===== src/rtl/mtb_pkg.sv =====
package mtb_pkg;

  // Token counts in 1/256-byte units; must hold (256+255)<<23 plus one refill.
  localparam int POL_TOK_W = 34;

  typedef enum logic [1:0] {
    CLR_GREEN  = 2'd0,
    CLR_YELLOW = 2'd1,
    CLR_RED    = 2'd2
  } color_e;

  typedef struct packed {
    logic [4:0] ex;
    logic [7:0] man;
  } me_t;

  localparam me_t ME_OFF = '{ex: 5'd24, man: 8'd0};

  // (256 + man) << ex, zero for ex >= 24; rate values clamp ex 23 to 22.
  function automatic logic [POL_TOK_W-1:0] me_to_units(me_t v, logic rate_clamp);
    logic [4:0] e;
    if (v.ex >= 5'd24) return '0;
    e = (rate_clamp && v.ex == 5'd23) ? 5'd22 : v.ex;
    return {{(POL_TOK_W-9){1'b0}}, 1'b1, v.man} << e;
  endfunction

endpackage


===== src/rtl/mtb_tick_gen.sv =====
module mtb_tick_gen #(
  parameter int BASE_CYC = 250,
  parameter int SHIFT_W  = 4
) (
  input  logic               clk,
  input  logic               rst,
  input  logic [SHIFT_W-1:0] shift,
  output logic               tick
);
  localparam int BASE_W = (BASE_CYC > 1) ? $clog2(BASE_CYC) : 1;
  localparam int UNIT_W = 1 << SHIFT_W;

  logic [BASE_W-1:0] base_cnt;
  logic [UNIT_W-1:0] unit_cnt;
  logic [UNIT_W-1:0] unit_lim;
  logic              base_wrap;

  assign base_wrap = (base_cnt == BASE_W'(BASE_CYC - 1));
  assign unit_lim  = (UNIT_W'(1) << shift) - UNIT_W'(1);
  assign tick      = base_wrap && (unit_cnt >= unit_lim);

  always_ff @(posedge clk) begin
    if (rst) begin
      base_cnt <= '0;
      unit_cnt <= '0;
    end else begin
      base_cnt <= base_wrap ? '0 : base_cnt + BASE_W'(1);
      if (base_wrap) unit_cnt <= tick ? '0 : unit_cnt + UNIT_W'(1);
    end
  end
endmodule


===== src/rtl/mtb_cost_calc.sv =====
module mtb_cost_calc #(
  parameter int LEN_W  = 16,
  parameter int OFS_W  = 16,
  parameter int COST_W = 48
) (
  input  logic [LEN_W-1:0]  len,
  input  logic [OFS_W-1:0]  offset,
  input  logic [8:0]        adj_man,
  input  logic [4:0]        adj_exp,
  input  logic              pkt_mode,
  output logic [COST_W-1:0] cost
);
  logic signed [COST_W-1:0] len_s, ofs_s, byte_part, adj_base, adj_part, total;

  always_comb begin
    len_s     = signed'(COST_W'(len));
    ofs_s     = signed'(COST_W'(offset));
    byte_part = pkt_mode ? '0 : ((len_s - ofs_s) <<< 8);
    adj_base  = signed'(COST_W'(adj_man)) - signed'(COST_W'(256));
    adj_part  = adj_base <<< adj_exp;
    total     = byte_part + adj_part;
    cost      = (total < signed'(COST_W'(1))) ? COST_W'(1) : unsigned'(total);
  end
endmodule


===== src/rtl/mtb_bucket.sv =====
module mtb_bucket #(
  parameter int TOK_W = 34
) (
  input  logic             clk,
  input  logic             rst,
  input  logic [TOK_W-1:0] cap,
  input  logic [TOK_W-1:0] add,
  input  logic             take,
  input  logic [TOK_W-1:0] sub,
  output logic [TOK_W-1:0] level
);
  logic [TOK_W:0] sum;

  // take is only raised when sub <= level, so no underflow.
  assign sum = {1'b0, level} - (take ? {1'b0, sub} : '0) + {1'b0, add};

  always_ff @(posedge clk) begin
    if (rst) level <= '0;
    else     level <= (sum > {1'b0, cap}) ? cap : sum[TOK_W-1:0];
  end
endmodule


===== src/rtl/mtb_policer.sv =====
module mtb_policer
  import mtb_pkg::*;
#(
  parameter int LEN_W    = 16,
  parameter int OFS_W    = 16,
  parameter int BASE_CYC = 250,
  parameter int SHIFT_W  = 4,
  parameter int COST_W   = 48
) (
  input  logic             clk,
  input  logic             rst,
  input  logic             cfg_we,
  input  logic [2:0]       cfg_addr,
  input  logic [31:0]      cfg_wdata,
  input  logic             pkt_valid,
  input  logic [LEN_W-1:0] pkt_len,
  output logic             res_valid,
  output logic [1:0]       res_color,
  output logic [1:0]       res_action
);
  localparam int TOK_W = POL_TOK_W;
  localparam int NB    = 2;   // 0: committed, 1: peak

  me_t                rate_q  [NB];
  me_t                burst_q [NB];
  logic [SHIFT_W-1:0] shift_q;
  logic [8:0]         adj_man_q;
  logic [4:0]         adj_exp_q;
  logic               mode_q;
  logic [OFS_W-1:0]   ofs_q;
  logic [1:0]         act_q [3];

  logic               unused_bits;
  assign unused_bits = ^{cfg_wdata[31:25], cfg_wdata[23:21]};

  always_ff @(posedge clk) begin
    if (rst) begin
      for (int b = 0; b < NB; b++) begin
        rate_q[b]  <= ME_OFF;
        burst_q[b] <= ME_OFF;
      end
      shift_q   <= '0;
      adj_man_q <= 9'd256;
      adj_exp_q <= '0;
      mode_q    <= 1'b0;
      ofs_q     <= '0;
      act_q[0]  <= 2'b00;
      act_q[1]  <= 2'b00;
      act_q[2]  <= 2'b01;
    end else if (cfg_we) begin
      case (cfg_addr)
        3'd0: rate_q[0]  <= cfg_wdata[12:0];
        3'd1: burst_q[0] <= cfg_wdata[12:0];
        3'd2: rate_q[1]  <= cfg_wdata[12:0];
        3'd3: burst_q[1] <= cfg_wdata[12:0];
        3'd4: shift_q    <= cfg_wdata[SHIFT_W-1:0];
        3'd5: begin
          adj_man_q <= cfg_wdata[8:0];
          adj_exp_q <= cfg_wdata[20:16];
          mode_q    <= cfg_wdata[24];
        end
        3'd6: ofs_q <= cfg_wdata[OFS_W-1:0];
        default: begin
          act_q[0] <= cfg_wdata[1:0];
          act_q[1] <= cfg_wdata[3:2];
          act_q[2] <= cfg_wdata[5:4];
        end
      endcase
    end
  end

  logic tick;
  mtb_tick_gen #(.BASE_CYC(BASE_CYC), .SHIFT_W(SHIFT_W)) u_tick (
    .clk(clk), .rst(rst), .shift(shift_q), .tick(tick)
  );

  logic [COST_W-1:0] cost;
  mtb_cost_calc #(.LEN_W(LEN_W), .OFS_W(OFS_W), .COST_W(COST_W)) u_cost (
    .len(pkt_len), .offset(ofs_q), .adj_man(adj_man_q), .adj_exp(adj_exp_q),
    .pkt_mode(mode_q), .cost(cost)
  );

  logic [TOK_W-1:0] lvl   [NB];
  logic [TOK_W-1:0] cap_u [NB];
  logic [TOK_W-1:0] add_u [NB];
  logic             take  [NB];

  for (genvar b = 0; b < NB; b++) begin : g_bkt
    assign cap_u[b] = me_to_units(burst_q[b], 1'b0);
    assign add_u[b] = tick ? me_to_units(rate_q[b], 1'b1) : '0;
    mtb_bucket #(.TOK_W(TOK_W)) u_bkt (
      .clk(clk), .rst(rst), .cap(cap_u[b]), .add(add_u[b]),
      .take(take[b]), .sub(cost[TOK_W-1:0]), .level(lvl[b])
    );
  end

  logic [TOK_W-1:0] lvl_cm, lvl_pk, cap_cm, cap_pk;
  logic             c_ok, p_ok;
  color_e           col_c;

  assign lvl_cm = lvl[0];
  assign lvl_pk = lvl[1];
  assign cap_cm = cap_u[0];
  assign cap_pk = cap_u[1];
  assign c_ok   = COST_W'(lvl_cm) >= cost;
  assign p_ok   = COST_W'(lvl_pk) >= cost;
  assign take[0] = pkt_valid && c_ok;
  assign take[1] = pkt_valid && !c_ok && p_ok;

  always_comb begin
    if (c_ok)      col_c = CLR_GREEN;
    else if (p_ok) col_c = CLR_YELLOW;
    else           col_c = CLR_RED;
  end

  always_ff @(posedge clk) begin
    if (rst) begin
      res_valid  <= 1'b0;
      res_color  <= 2'd0;
      res_action <= 2'd0;
    end else begin
      res_valid <= pkt_valid;
      if (pkt_valid) begin
        res_color  <= 2'(col_c);
        res_action <= act_q[col_c];
      end
    end
  end
endmodule


===== config.mk =====
export PLATFORM = sky130hd
export DESIGN_NAME = mtb_policer
export DESIGN_NICKNAME = d
export VERILOG_FILES = /design/src/rtl/mtb_pkg.sv /design/src/rtl/mtb_tick_gen.sv /design/src/rtl/mtb_cost_calc.sv /design/src/rtl/mtb_bucket.sv /design/src/rtl/mtb_policer.sv
export SDC_FILE = /design/constraint.sdc
export NUM_CORES = 1
export LEC_CHECK = 0
export ABC_AREA = 1
export ABC_CLOCK_PERIOD_IN_PS = 25100
export BUFFER_PORTS_ARGS = -buffer_cell sky130_fd_sc_hd__buf_2
export CORE_ASPECT_RATIO = 1.1
export CORE_MARGIN = 3
export CORE_UTILIZATION = 47
export CTS_BUF_LIST = sky130_fd_sc_hd__clkbuf_8
export DETAILED_ROUTE_END_ITERATION = 16
export GPL_TIMING_DRIVEN = 0
export PLACE_DENSITY = 0.73
export SYNTH_ARGS = -nofsm -noshare
export SYNTH_HDL_FRONTEND = slang
export SYNTH_HIERARCHICAL = 1
export SYNTH_SLANG_ARGS = --single-unit
export TNS_END_PERCENT = 100

===== constraint.sdc =====
create_clock -name clk -period 25.1 [get_ports clk]
set_input_delay 2.51 -clock clk [delete_from_list [all_inputs] [get_ports clk]]
set_output_delay 2.51 -clock clk [all_outputs]
set_load 0.01 [all_outputs]

======== Word level (Yosys, flattened, before mapping) ========
Memory sizes are Yosys's and may differ from the RTL's. A register that Yosys moved wholly into a read port is not among the register bits.
Index checks and enable logic that the tools add are counted.
operators by class
  add/sub/neg operators ................... 10
  order comparisons ....................... 10
  equality and inequality tests ........... 9
  shift operators ......................... 6
  multiplexer cells ....................... 54
  bitwise logic cells ..................... 7
  reductions and logical operators ........ 11
operators with widths
  kind                     count
  $mux W34                 14
  $shl A9 B5 Y34           4
  $ge A34 B48 Y1           2
  $mux W48                 2
  $add A35 B34 Y35         2
  $gt A35 B34 Y1           2
  $sub A34 B35 Y35         2
  $mux W13                 4
  $add A48 B48 Y48         1
  $lt A48 B2 Y1 const B    1
  $sshl A48 B5 Y48         1
  $mux W1                  26
  $ge A5 B5 Y1 const B     4
  $sub A16 B16 Y17         1
  $add A16 B1 Y16 const B  1
  $ge A16 B16 Y1           1
  $mux W16                 1
  $shl A1 B4 Y16 const A   1
  $sub A16 B2 Y16 const B  1
  $eq A5 B5 Y1 const B     2
  $mux W2                  5
  $mux W5                  2
  $sub A9 B9 Y10 const B   1
  $eq A3 B3 Y1 const B     3
  11 further kinds         23
word-level totals
  bits in registers ....................... 130
  memory bits (writable) .................. 58
  input port bits ......................... 55
  output and inout bits ................... 5
  word-level logic and storage cells ...... 121
  memories kept ........................... 3
memory list
  memory   words  bits a word  rd ports  clocked after memory_dff  write ports  line               RTL
  burst_q  2      13           2         0                         2            mtb_policer.sv:25  me_t burst_q [NB];
  rate_q   2      13           2         0                         2            mtb_policer.sv:24  me_t rate_q [NB];
  act_q    3      2            1         1                         3            mtb_policer.sv:31  logic [1:0] act_q [3];

======== Depth between registers and ports, before layout ========
Gate-level depths: netlist of the first run.
  depth in word-level cells ............... 14
  mapped depth ............................ 88
  mapped depth without buffers ............ 84

======== Hierarchy ========
The synthesis of the first run kept the hierarchy.
modules (own cells, without submodules)
  module                       instances  cells an instance  area an instance (µm²)  sequential area each (µm²)
  mtb_policer                  1          1167               7967.6                  2542.4
  mtb_bucket (g_bkt[0].u_bkt)  1          1003               6218.5                  680.7
  mtb_bucket (g_bkt[1].u_bkt)  1          967                6072.1                  680.7
  mtb_cost_calc                1          1009               4814.6                  0.0
  mtb_tick_gen                 1          260                1744.2                  480.5

======== Worst setup path before layout of the first run ========
No wires, ideal clock.
  path kind ............................... input-to-reg
  from .................................... input pkt_len[0]
  to ...................................... register g_bkt[1].u_bkt.level[16]
  library setup time ...................... 113 ps
  data arrival time ....................... 12079 ps
  data required time ...................... 24987 ps
  path slack .............................. 12908 ps
  stages .................................. 73
  buffers on the path ..................... 6
  cells stage by stage .................... inv_1 -> ha_1 -> fa_1 -> inv_1 -> nand3_1 -> nand2_1 -> nand2_1 -> a31oi_1 -> nand2_1 -> o211ai_1 -> a31oi_1 -> ha_1 -> nand2_1 -> nor2_2 -> nand2_1 -> nor2_2 -> nand2_1 -> nand3_1 -> [37 not listed] -> nand2_1 -> nand2_1 -> xor2_1 -> inv_1 -> ha_1 -> nand4_1 -> nor3_1 -> nand2_1 -> nand2_1 -> nand2_1 -> nand2_1 -> nand2_1 -> nand2_1 -> nand2_1 -> buf_2 -> buf_4 -> a21oi_2 -> nor2_1
RTL lines
  what                  line               RTL
  start, declared       mtb_policer.sv:16  input logic [LEN_W-1:0] pkt_len,
  end signal, assigned  mtb_bucket.sv:19   else level <= (sum > {1'b0, cap}) ? cap : sum[TOK_W-1:0];
  end, declared         mtb_bucket.sv:10   output logic [TOK_W-1:0] level

==> results of run 1 <==
-- metal layers --
metal  up-vias  track usage
met5         -            0
li1      14000            -
met2       854        0.481
met4         0        0.173
met3       209       0.0356
met1     12400        0.367
-- power by group --
part	internal (W)	switching [W]	leakage (nW)	total, W
clock	0.0000883	0.000151	0.222	0.000239
sequential	0.000367	0.0000423	1.64	0.000410
combinational	0.000967	0.00180	13.1	0.00277
-- how the worst min path moves through the flow --
stage / from / endpoint / slack [ns] / cells after the start
final: res_color[0] / res_color[0] / 0.48 / 2
after global routing: res_color[0] / res_color[0] / 0.49 / 2
after CTS: res_color[0] / res_color[0] / 0.48 / 2
after detailed placement: res_color[0] / res_color[0] / 0.46 / 2
after global placement: u_tick/base_cnt[0] / u_tick/base_cnt[0] / 0.45 / 1
after floorplan: u_tick/base_cnt[0] / u_tick/base_cnt[0] / 0.43 / 1
-- layout make-up --
cell class	count	area, um2
Timing Repair Buffer	54	290
Buffer	118	648
Inverter	932	3510
Multi-Input combinational cell	3179	18300
Fill cell	5981	27700
Clock buffer	17	234
Clock inverter	15	226
Sequential cell	190	4380
Tap cell	744	931
Antenna cell	2	5.00
-- sequential cells by signal, summed over array words and instances (netlist names) --
name,count
rate_q,26
u_tick/base_cnt,8
g_bkt.u_bkt/level,68
adj_man_q,9
res_action,2
u_tick/unit_cnt,16
burst_q,26
res_color,2
res_valid,1
act_q,6
ofs_q,16
adj_exp_q,5
mode_q,1
shift_q,4
-- cell usage after synthesis (all sizes together) (2+ instances only) --
cell     instances
nand2         1134
inv            926
nor2           555
a21oi          352
ha             276
o21ai          220
nand3          212
dfxtp          132
fa              70
clkbuf          64
edfxtp          58
xor2            57
buf             54
nor3            54
nand4           53
nand3b          30
o21a            21
xnor2           16
a21o            14
a31oi           14
nor4            13
a211oi          12
or2             11
a21boi          10
o211ai           9
mux2i            8
o21bai           7
clkinv           6
and2             5
conb             2
o2111ai          2
-- tightest hold or removal path: stages (launching register included) --
cell	delay, ns
dfxtp_1	0.34
nand2_1	0.06
a21oi_1	0.05
-- cells by family (layout without fill, tap and decap cells) --
kind of cell | count (synthesis) | count (layout)
muxes | 8 | 8
xor gates and xnor gates | 73 | 73
adders and majority gates | 346 | 346
AOI/OAI and AO/OA | 667 | 667
DFF | 190 | 190
buffers and inverters | 1050 | 1136
other | 2 | 17
and+or+nand+nor | 2070 | 2070
-- through the flow --
stage / setup slack, ns / std cells / hold slack (ns)
floorplan: 12.91 / 4419 / 0.434
global placement: 8.74 / 5212 / 0.453
detailed placement: 9.03 / 5217 / 0.460
CTS: 9.63 / 5249 / 0.479
global route: 8.47 / 5251 / 0.492
finish: 9.42 / 5251 / 0.480
==> flow_metrics.tcl, run 1 <==
set metrics [dict create \
    status "complete, no violations" \
    path_class "input pin to flip-flop" \
    synth_edf_count 58 \
    die_x_um 234 \
    portBuffers 49 \
    yosysWarnings 6 \
    core-area_um2 56200 \
    io_pins 60 \
    wl_met3_mm 5.36 \
    postSynthCellCount 4406 \
    postCtsHoldBufs 0 \
    relSlewSlack 0.325 \
    synth_top_family_by_area "simple AND/OR/NAND/NOR gates" \
    drt_wl_total_mm 88.5 \
    cts_buffer_depth 2 \
    ant_nets 0 \
    finalPower_w 0.00341 \
    slowest_stage "a21oi_1" \
    synth_top_area_share 0.153 \
    grt_antenna_before_repair 2 \
    fin_tns_setup_ns 0 \
    hold_path.class "flip-flop to flip-flop" \
    p_per_area_nw_per_um2 120 \
    drt_iter0_drc 2405 \
    grt_max_degree 23 \
    rsz0062_at_grt "no" \
    fmax_mhz 63.8 \
    dieArea_um2 60000 \
    max-cap-violations 0 \
    layout_commonest_cell "nand2_1" \
    path_max_fanout 10 \
    tritoncts "built" \
    synth_mux_area_frac 0.00392 \
    root_buffer "clkbuf_8" \
    wl_met1_mm 36.7 \
    firstDrtPassIters 6 \
    fin_crit_sh 0.625 \
    yosys-top-cells-area "nand2_1, ha_1, inv_1" \
    cp-start-kind "input pin" \
    place_congestion 1.03 \
    r2r_slack_ns 11.07 \
    avgSynthCellArea_um2 6.09 \
    synth_simple_gate_area_frac 0.328 \
    drive_gt1_frac 0.0717 \
    synth_xor_area_frac 0.0241 \
    ys_seq_area_frac 0.163 \
    slowest_delay_ns 0.81 \
    cellLeakagePower_nw 15.0 \
    synth_compound_area_frac 0.144 \
    cts.htree.levels 4 \
    cp_common_cell "nand2_1" \
    die-height_um 257 \
    postCtsSetupBuffers 0 \
    reg2reg_from "ofs_q[0]" \
    wl_met2_mm 40.4 \
    hpwl_mm 75.8 \
    worst-path-buf-inv 15 \
    hold_viol 0 \
    num_rows 91 \
    grt-ovfl-total 0 \
    syn_to_final_growth_pct 6.49 \
    grt_use_total 0.293 \
    period_minus_slack_ns 15.68 \
    vias_per_cell 5.23 \
    drc_errors 0 \
    cts_num_sinks 190 \
    worstPathArrival_ns 16.14 \
    yosys.area.top_type "nand2_1" \
    synth_flop_cell "dfxtp_1" \
    place_area_um2 28100 \
    grt_pass1_vias 25200 \
    synth_area_um2 26800 \
    initial_core_util 0.477 \
    worst_slew_pin_slew_ns 1.01 \
    ys_ff_latch 190 \
    mostFrequentLayoutCells "nand2_1, inv_1, nor2_1" \
    final_nets 4893 \
    cp-endpoint "g_bkt[1].u_bkt/level[25]" \
    maxSlewViolCount 0 \
    post-route-util 0.508 \
    grt_pass1_wl_mm 135 \
    synth.distinct_cells 67 \
    fin_area_um2 28600 \
    routed.top_layer "met4" \
    vdd_drop_max_mv 0.119 \
    path_clk_slew_ns 0.13 \
    cp.depth 77 \
    finalClockSkew_ns 0.0308 \
    crit_path_end_kind "flip-flop" \
    worstPathRequired_ns 25.57 \
    setup_viol 0 \
    clock_latency_ns 0.59 \
    cts_made_buffers 17 \
    crit_start "pkt_len[0]" \
    cp_top_family "simple AND/OR/NAND/NOR gates" \
    r2r_cells 75 \
    synthAdderAreaFrac 0.181 \
    cts_resized 0 \
    wl_per_cell_um 16.9 \
    timing.rr.end "g_bkt[1].u_bkt/level[25]" \
    via_count 27500 \
    synth-async-reset-ratio 0 \
]
(Power assumes the default switching activity.)
==> inputs of run 2 (changes only) <==
ABC_CLOCK_PERIOD_IN_PS = 13800   (was 25100)
PLACE_DENSITY = 0.75   (was 0.73)
clock period = 13.8 ns   (was 25.1 ns; I/O delays follow)
==> flow_metrics.tcl, run 2 (synthesized netlist as in run 1, its figures left out) <==
set metrics [dict create \
    setup_viol 0 \
    layout_commonest_cell "nand2_1" \
    vdd_drop_max_mv 0.176 \
    drt_iter0_drc 2277 \
    maxSlewViolCount 0 \
    hold_depth 2 \
    rsz0062_at_grt "no" \
    place_congestion 1.01 \
    grt_pass1_vias 25800 \
    core-area_um2 56200 \
    grt_pass1_wl_mm 136 \
    cp_common_cell "nand2_1" \
    initial_core_util 0.477 \
    regMostFlops "g_bkt.u_bkt/level" \
    grt_antenna_before_repair 2 \
    die_x_um 234 \
    io_pins 60 \
    drc_errors 0 \
    hp-start "res_color[0]" \
    cts.htree.levels 4 \
    hpwl_mm 76.1 \
    drt_wl_total_mm 88.5 \
    routed.top_layer "met4" \
    timing.rr.end "g_bkt[1].u_bkt/level[26]" \
    status "complete, no violations" \
    portBuffers 49 \
    ant_nets 0 \
    reg2reg_from "ofs_q[0]" \
    worstPathArrival_ns 13.24 \
    grt_max_degree 24 \
    mostFrequentLayoutCells "nand2_1, inv_1, nor2_1" \
    via_count 27400 \
    wl_met1_mm 37.0 \
    path_class "input pin to flip-flop" \
    max-cap-violations 0 \
    path_clk_slew_ns 0.14 \
    slowest_stage "fa_1" \
    num_rows 91 \
    wl_per_cell_um 16.9 \
    fin_crit_sh 0.925 \
    path_max_fanout 10 \
    hold_path.class "flip-flop to flip-flop" \
    worst_slew_pin_slew_ns 0.824 \
    wl_met2_mm 41.3 \
    firstDrtPassIters 9 \
    slowest_delay_ns 0.53 \
    dieArea_um2 60000 \
    cts_made_buffers 17 \
    grt_use_total 0.293 \
    fmax_mhz 78.3 \
    relSlewSlack 0.445 \
    cp-start-kind "input pin" \
    grt-ovfl-total 0 \
    p_per_area_nw_per_um2 217 \
    syn_to_final_growth_pct 6.96 \
    cellLeakagePower_nw 15.0 \
    hold_viol 0 \
    period_minus_slack_ns 12.77 \
    die-height_um 257 \
    tritoncts "built" \
    cts_buffer_depth 2 \
    largest_register_ffs 68 \
    postCtsHoldBufs 0 \
    root_buffer "clkbuf_8" \
    final.fill_count 5951 \
    whs_ns 0.482 \
    drive_gt1_frac 0.0781 \
    vias_per_cell 5.21 \
    final_nets 4896 \
    wl_met3_mm 4.97 \
    finalClockSkew_ns 0.0284 \
    r2r_slack_ns 1.53 \
    top_regs "g_bkt.u_bkt/level (68), burst_q (26), rate_q (26)" \
    r2r_cells 74 \
    min_to "res_color[0]" \
    fin_tns_setup_ns 0 \
    cts_num_sinks 190 \
    worstPathRequired_ns 14.27 \
    crit_path_end_kind "flip-flop" \
    clock_latency_ns 0.60 \
]
## run 2: cell types whose count changed in the layout (fill, tap and decap cells not counted), moves of 2 or more
cell | before | now
a21oi_1 | 308 | 304
a21oi_2 | 44 | 47
buf_4 | 10 | 13
clkbuf_1 | 64 | 60
clkbuf_2 | 0 | 2
inv_12 | 2 | 4
inv_6 | 0 | 2
inv_8 | 4 | 2
nor2_1 | 532 | 518
nor2_2 | 17 | 26
nor2_4 | 6 | 11
## run 2: metal layers
layer | vias to the layer above | global-route usage
met5 | - | 0
met4 | 0 | 0.152
met3 | 171 | 0.0344
met2 | 855 | 0.497
met1 | 12400 | 0.364
li1 | 14000 | -
## run 2: report_power, final
group	total (W)	switching [W]	internal [W]
clock network	0.000424	0.000277	0.000148
registers	0.000743	0.0000746	0.000668
logic	0.00504	0.00328	0.00176
## run 2: worst max-delay path by stage
stage                      from  depth (start not counted)                       end  slack (ns)
floorplan            pkt_len[0]                         73  g_bkt[1].u_bkt/level[16]        2.74
global placement    pkt_len[11]                         69  g_bkt[1].u_bkt/level[27]       -1.50
detailed placement   pkt_len[0]                         77  g_bkt[1].u_bkt/level[25]       -1.23
CTS                  pkt_len[0]                         77  g_bkt[1].u_bkt/level[25]        0.03
global route         pkt_len[0]                         78  g_bkt[1].u_bkt/level[26]       0.009
finish               pkt_len[0]                         76  g_bkt[1].u_bkt/level[26]        1.03
## run 2: repair_timing
action                                  in CTS  in global routing
endpoints found under the setup margin      34                 68
pin swaps                                    0                  0
resized for setup                            5                 32
setup buffers                                0                  4
## run 2: layout make-up
class	count	area (um2)	share of cell area
Clock inverter	15	220	0.00768
Inverter	932	3510	0.123
Antenna cell	1	2.50	0.0000872
Tap cell	744	931	0.0325
Timing Repair Buffer	58	324	0.0113
Sequential cell	190	4380	0.153
Multi-Input combinational cell	3179	18400	0.642
Buffer	117	652	0.0227
Clock buffer	17	234	0.00816
## run 2: metrics by stage
| step | utilization | worst slack, ns | instances | area (um2) | power (W) |
|---|---|---|---|---|---|
| 5_1_grt | 0.510 | 0.00931 | 5253 | 28700 | 0.00686 |
| 3_3_place_gp | 0.499 | -1.50 | 5212 | 28000 | 0.00563 |
| 4_1_cts | 0.508 | 0.0255 | 5249 | 28600 | 0.00614 |
| 2_1_floorplan | - | 2.74 | 4419 | 26900 | 0.00447 |
| 6_report | 0.510 | 1.03 | 5253 | 28700 | 0.00621 |
| 3_5_place_dp | 0.500 | -1.23 | 5217 | 28100 | 0.00568 |
## run 2: critical path, delay by kind of cell
family | cells | cell delay [ns]
AOI/OAI and AO/OA | 10 | 1.81
xor gates and xnor gates | 1 | 0.29
and+or+nand+nor | 43 | 4.61
buffers and inverters | 14 | 2.30
adders and majority gates | 8 | 2.84
